[config.mk]
export PLATFORM = sky130hd
export DESIGN_NAME = gpio_grp
export DESIGN_NICKNAME = d
export VERILOG_FILES = /design/src/rtl/gpio_grp_pkg.sv /design/src/rtl/gpio_grp_regs.sv /design/src/rtl/gpio_grp_pin.sv /design/src/rtl/gpio_grp.sv
export SDC_FILE = /design/constraint.sdc
export NUM_CORES = 1
export LEC_CHECK = 0
export BUFFER_PORTS_ARGS = -buffer_cell sky130_fd_sc_hd__buf_2
export CAP_MARGIN = 20
export CORE_ASPECT_RATIO = 1.1
export CORE_MARGIN = 2
export CORE_UTILIZATION = 58
export DETAILED_ROUTE_END_ITERATION = 8
export PLACE_DENSITY = 0.9
export SYNTH_ARGS = -nofsm -noshare
export SYNTH_HDL_FRONTEND = slang
export SYNTH_SLANG_ARGS = --single-unit
[constraint.sdc]
create_clock -name clk -period 3.95 [get_ports clk]
set_input_delay 0.79 -clock clk [delete_from_list [all_inputs] [get_ports clk]]
set_output_delay 0.79 -clock clk [all_outputs]
set_load 0.01 [all_outputs]
[src/rtl/gpio_grp_pkg.sv]
package gpio_grp_pkg;

    // register offsets on the 3-bit bus address
    typedef enum logic [2:0] {
        REG_DATA = 3'd0,
        REG_ENAB = 3'd1,
        REG_IRQC = 3'd2,
        REG_FLAG = 3'd3,
        REG_FSEL = 3'd4
    } reg_sel_e;

endpackage

[src/rtl/gpio_grp_regs.sv]
module gpio_grp_regs
    import gpio_grp_pkg::*;
#(
    parameter int NPINS = 8
) (
    input  logic               clk,
    input  logic               rst_n,
    input  logic               bus_sel,
    input  logic               bus_wr,
    input  logic [2:0]         bus_addr,
    input  logic [2*NPINS-1:0] bus_wdata,
    output logic [NPINS-1:0]   out_q,
    output logic [NPINS-1:0]   oen_q,
    output logic [NPINS-1:0]   ien_q,
    output logic [NPINS-1:0]   iren_q,
    output logic [NPINS-1:0]   esel_q,
    output logic [NPINS-1:0]   fsel_q,
    output logic [NPINS-1:0]   flag_clr
);

    localparam int DW = 2 * NPINS;

    logic          wr_en;
    logic [NPINS-1:0] hi_half;
    logic [NPINS-1:0] lo_half;

    assign wr_en   = bus_sel & bus_wr;
    assign hi_half = bus_wdata[DW-1:NPINS];
    assign lo_half = bus_wdata[NPINS-1:0];

    always_ff @(posedge clk or negedge rst_n) begin
        if (!rst_n) begin
            out_q  <= '0;
            oen_q  <= '0;
            ien_q  <= '0;
            iren_q <= '0;
            esel_q <= '0;
            fsel_q <= '0;
        end else if (wr_en) begin
            case (bus_addr)
                REG_DATA: out_q <= hi_half;
                REG_ENAB: begin
                    ien_q <= hi_half;
                    oen_q <= lo_half;
                end
                REG_IRQC: begin
                    esel_q <= hi_half;
                    iren_q <= lo_half;
                end
                REG_FSEL: fsel_q <= lo_half;
                default: ;
            endcase
        end
    end

    // write-one-to-clear strobes for the flag register
    always_comb begin
        flag_clr = '0;
        if (wr_en && (bus_addr == REG_FLAG)) begin
            flag_clr = lo_half;
        end
    end

endmodule

[src/rtl/gpio_grp_pin.sv]
module gpio_grp_pin (
    input  logic clk,
    input  logic rst_n,
    input  logic pad_in,
    input  logic out_bit,
    input  logic oen,
    input  logic ien,
    input  logic esel,
    input  logic fsel,
    input  logic flag_clr,
    input  logic per_out,
    input  logic per_oe,
    output logic pad_out,
    output logic pad_oe,
    output logic status,
    output logic flag
);

    logic [1:0] sync_q;
    logic       level;
    logic       level_prev;
    logic       edge_hit;

    // two-stage synchroniser on the asynchronous pad input
    always_ff @(posedge clk or negedge rst_n) begin
        if (!rst_n) begin
            sync_q <= '0;
        end else begin
            sync_q <= {sync_q[0], pad_in};
        end
    end

    // effective level: own driven value when output enabled, else pad
    assign level = oen ? out_bit : sync_q[1];

    always_ff @(posedge clk or negedge rst_n) begin
        if (!rst_n) begin
            level_prev <= 1'b0;
        end else begin
            level_prev <= level;
        end
    end

    always_comb begin
        edge_hit = 1'b0;
        if (ien && !fsel) begin
            if (esel) begin
                edge_hit = level_prev & ~level;
            end else begin
                edge_hit = level & ~level_prev;
            end
        end
    end

    // a new edge takes precedence over a simultaneous clear
    always_ff @(posedge clk or negedge rst_n) begin
        if (!rst_n) begin
            flag <= 1'b0;
        end else if (edge_hit) begin
            flag <= 1'b1;
        end else if (flag_clr) begin
            flag <= 1'b0;
        end
    end

    assign status  = (ien && !fsel) ? level : 1'b0;
    assign pad_out = fsel ? per_out : out_bit;
    assign pad_oe  = fsel ? per_oe  : oen;

endmodule

[src/rtl/gpio_grp.sv]
module gpio_grp
    import gpio_grp_pkg::*;
#(
    parameter int NPINS = 8
) (
    input  logic               clk,
    input  logic               rst_n,
    input  logic               bus_sel,
    input  logic               bus_wr,
    input  logic [2:0]         bus_addr,
    input  logic [2*NPINS-1:0] bus_wdata,
    output logic [2*NPINS-1:0] bus_rdata,
    input  logic [NPINS-1:0]   pin_in,
    output logic [NPINS-1:0]   pin_out,
    output logic [NPINS-1:0]   pin_oe,
    input  logic [NPINS-1:0]   per_out,
    input  logic [NPINS-1:0]   per_oe,
    output logic [NPINS-1:0]   per_in,
    output logic               irq
);

    logic [NPINS-1:0] out_q;
    logic [NPINS-1:0] oen_q;
    logic [NPINS-1:0] ien_q;
    logic [NPINS-1:0] iren_q;
    logic [NPINS-1:0] esel_q;
    logic [NPINS-1:0] fsel_q;
    logic [NPINS-1:0] flag_clr;
    logic [NPINS-1:0] flag_q;
    logic [NPINS-1:0] status;
    logic             pend;

    gpio_grp_regs #(.NPINS(NPINS)) u_regs (
        .clk       (clk),
        .rst_n     (rst_n),
        .bus_sel   (bus_sel),
        .bus_wr    (bus_wr),
        .bus_addr  (bus_addr),
        .bus_wdata (bus_wdata),
        .out_q     (out_q),
        .oen_q     (oen_q),
        .ien_q     (ien_q),
        .iren_q    (iren_q),
        .esel_q    (esel_q),
        .fsel_q    (fsel_q),
        .flag_clr  (flag_clr)
    );

    for (genvar g = 0; g < NPINS; g++) begin : g_pin
        gpio_grp_pin u_pin (
            .clk      (clk),
            .rst_n    (rst_n),
            .pad_in   (pin_in[g]),
            .out_bit  (out_q[g]),
            .oen      (oen_q[g]),
            .ien      (ien_q[g]),
            .esel     (esel_q[g]),
            .fsel     (fsel_q[g]),
            .flag_clr (flag_clr[g]),
            .per_out  (per_out[g]),
            .per_oe   (per_oe[g]),
            .pad_out  (pin_out[g]),
            .pad_oe   (pin_oe[g]),
            .status   (status[g]),
            .flag     (flag_q[g])
        );
    end

    assign pend   = |(flag_q & iren_q);
    assign irq    = pend;
    assign per_in = pin_in;

    always_comb begin
        bus_rdata = '0;
        case (bus_addr)
            REG_DATA: bus_rdata = {out_q, status};
            REG_ENAB: bus_rdata = {ien_q, oen_q};
            REG_IRQC: bus_rdata = {esel_q, iren_q};
            REG_FLAG: bus_rdata = {{(NPINS-1){1'b0}}, pend, flag_q};
            REG_FSEL: bus_rdata = {{NPINS{1'b0}}, fsel_q};
            default:  bus_rdata = '0;
        endcase
    end

endmodule

==> flow_metrics.env <==
export IMPL_status="finished clean"
export IMPL_clock_sinks=80
export IMPL_drc=0
export IMPL_num_io_pins=88
export IMPL_via_count=2894
export IMPL_root_buffer="clkbuf_8"
export IMPL_worst_slack_ns=0.8769
export IMPL_slew_violations=0
export IMPL_core_area_um2=6594
export IMPL_min_period_ns=3.073
export IMPL_seqPwrFrac_pct=50.0
export IMPL_gr_usage_met3_pct=6.600
export IMPL_clock_fmax_mhz=325.4
export IMPL_drive_above_1_share_pct=43.04
export IMPL_multiInputGateArea_um2=1647
export IMPL_skew_ns=0.007487
export IMPL_rsz0062_at_grt="false"
export IMPL_comb_power_share_pct=23.8
export IMPL_regToRegEndpoint="g_pin[3].u_pin.flag$_DFFE_PN0P_"
export IMPL_p_per_area_nw_per_um2=531.3
export IMPL_syn_area_per_cell_um2=12.13
export IMPL_met2_usage_pct=38.71
export IMPL_startpoint_type="input pin"
export IMPL_initial_utilization_pct=59.98
export IMPL_net_switching_power_mw=0.7309
export IMPL_yosysTopAreaCell="dfrtp_1"
export IMPL_hp_start="g_pin[1].u_pin.sync_q[0]$_DFF_PN0_"
export IMPL_tns_ns=0
export IMPL_hold_buffers=0
export IMPL_grt_max_degree=81
export IMPL_syn_area_um2=3955
export IMPL_synthCells=326
export IMPL_diodes=0
export IMPL_synth_warnings=0
export IMPL_end_kind="output port"
export IMPL_ant_nets=0
export IMPL_crit_required_ns=3.16
export IMPL_grt_pass1_vias=2854
export IMPL_finalSetupViolCount=0
export IMPL_gr_usage_met1_pct=34.32
export IMPL_synth_top_area_share_pct=50.62
export IMPL_dpl_instance_area_um2=4242
export IMPL_holdPathStages=0
export IMPL_reg2reg_from="u_regs.oen_q[3]$_DFFE_PN0P_"
export IMPL_grt_usage_pct=25.71
export IMPL_worstMarginPinSlew_ns=1.004
export IMPL_yosysMostFrequentCell="dfrtp_1"
export IMPL_fin_area_um2=4449
export IMPL_portBuffers=87
export IMPL_total_power_mw=2.364
export IMPL_synth_area_leaders="dfrtp_1 51%, mux2_2 15%, buf_4 4.9%"
export IMPL_min_to="g_pin[1].u_pin.sync_q[1]$_DFF_PN0_"
export IMPL_swShare_pct=30.91
export IMPL_pwr_share_clk_pct=26.3
export IMPL_synth_edf_count=0
export IMPL_rr_worst_depth=4
export IMPL_synth_async_reset_ratio_pct=100.0
export IMPL_r2r_slack_ns=2.65
export IMPL_areaGrowthSynthToFinish_pct=12.50
export IMPL_row_count=31
export IMPL_fin_nets=437
export IMPL_wl_per_cell_um=18.78
export IMPL_die_height_um=90.61
export IMPL_cap_viol_max_count=0
export IMPL_synth_common_cells="80 x dfrtp_1, 53 x mux2_2, 26 x buf_4"
export IMPL_cp_arrival_ns=2.28
export IMPL_htreeDepth=3
export IMPL_final_util_pct=67.48
export IMPL_ys_seq_area_share_pct=50.62
export IMPL_crit_type="in2out"
export IMPL_finalHoldViolations=0
export IMPL_top_usage_layer="met2"
export IMPL_initialDrtViolationCount=297
export IMPL_p_int_mw=1.633
export IMPL_maxSlewHeadroom_pct=33.02
export IMPL_ys_ff_latch=80
export IMPL_via_per_inst=6.067
export IMPL_clockBufferDepth=2
export IMPL_ff_latch_area_um2=2002
export IMPL_clock_latency_ns=0.37
export IMPL_place_ws_ns=0.9195
export IMPL_cts_tree="done"
export IMPL_die_w_um=82.74
export IMPL_path_clk_slew_ns=0.08
export IMPL_synth_distinct_cells=28
export IMPL_fill_cells=488
export IMPL_grt_pass1_wl_mm=14.23
export IMPL_wl_mm=8.957
export IMPL_post_cts_buffers=0
export IMPL_fin_crit_sh_pct=77.80
export IMPL_cts_buffers=9
export IMPL_gr_total_overflow=0
export IMPL_gp_congestion=0.8442
export IMPL_syn_nets=373
export IMPL_die_area_um2=7496
export IMPL_grt_antenna_before_repair=0
export IMPL_dr_pass1_iters=6
export IMPL_dp_hpwl_mm=6.257
export IMPL_irDropWorstVdd_mv=0.2635
export IMPL_p_leak_nw=2.090
export IMPL_worstPathMaxFanout=16
export IMPL_holdCritPathClass="reg2reg"
export IMPL_ys_flop_type="dfrtp_1"
export IMPL_ctsResizeCount=0
==> how the worst max path moves through the flow <==
stage / from / to / slack (ns)
global route: bus_addr[0] / bus_rdata[7] / 0.74
finish: bus_addr[0] / bus_rdata[6] / 0.88
global placement: bus_addr[0] / bus_rdata[3] / 0.95
floorplan: bus_addr[0] / bus_rdata[0] / 1.32
detailed placement: bus_addr[0] / bus_rdata[4] / 0.92
CTS: bus_addr[0] / bus_rdata[0] / 0.92
==> metrics by stage <==
step,hold WS (ns),instances
after floorplan,0.3312,326
after global placement,0.3326,461
after detailed placement,0.3358,461
after CTS,0.3548,477
after global routing,0.3598,477
final,0.3471,477
==> routing by layer <==
| metal | wire length [um] | up-vias |
|---|---|---|
| li1 | - | 1274 |
| met1 | 3530 | 1404 |
| met2 | 4318 | 185 |
| met3 | 809 | 31 |
| met4 | 299 | 0 |
| met5 | 0 | - |
==> layout by cell type (no fill, tap or decap), types with 2 or more instances in the layout <==
cell type	count
buf_2	86
dfrtp_1	80
mux2_2	53
nor2_1	17
mux2i_1	16
a21oi_1	16
clkbuf_8	11
a22oi_1	10
or3_1	10
nand2_1	9
a221oi_1	9
nand3_1	9
inv_1	8
nand2b_1	8
nor3_1	8
o21ai_0	8
a21o_1	8
mux2_4	8
buf_4	4
mux2_1	3
clkinvlp_4	3
nor2b_1	2
nor3b_4	2
==> final cells by class <==
type | instances | share of cell area, %
clock buffer | 12 | 3.487
timing repair buffer | 90 | 10.35
multi-input combinational | 201 | 37.01
clock inverter | 4 | 1.181
sequential | 80 | 44.99
tap | 82 | 2.306
inverter | 8 | 0.6749
==> critical path: stages <==
cell and delay (ns):
buf_2 0.25, or3_1 0.57, nor3_1 0.27, a221oi_1 0.07, o21ai_0 0.14, buf_2 0.18
==> logic make-up after synthesis <==
kind of cell    synth area share (%)
compound gates                 8.890
buf+inv                        7.751
flops                          50.62
mux                            23.03
simple gates                   9.712
==> power by group through the flow <==
stage / logic (mW) / registers [mW] / clock network [mW]
6_report: 0.562 / 1.18 / 0.621
5_1_grt: 0.617 / 1.20 / 0.665
4_1_cts: 0.565 / 1.18 / 0.631
3_5_place_dp: 0.563 / 1.19 / 0
3_3_place_gp: 0.538 / 1.18 / 0
2_1_floorplan: 0.461 / 1.12 / 0
==> flip-flops by register name, summed over array words and instances (netlist names) <==
signal                  flops
g_pin.u_pin.sync_q         16
u_regs.out_q                8
u_regs.esel_q               8
u_regs.oen_q                8
u_regs.fsel_q               8
g_pin.u_pin.level_prev      8
g_pin.u_pin.flag            8
u_regs.ien_q                8
u_regs.iren_q               8
Note: power is estimated with default switching activity, not from simulation.
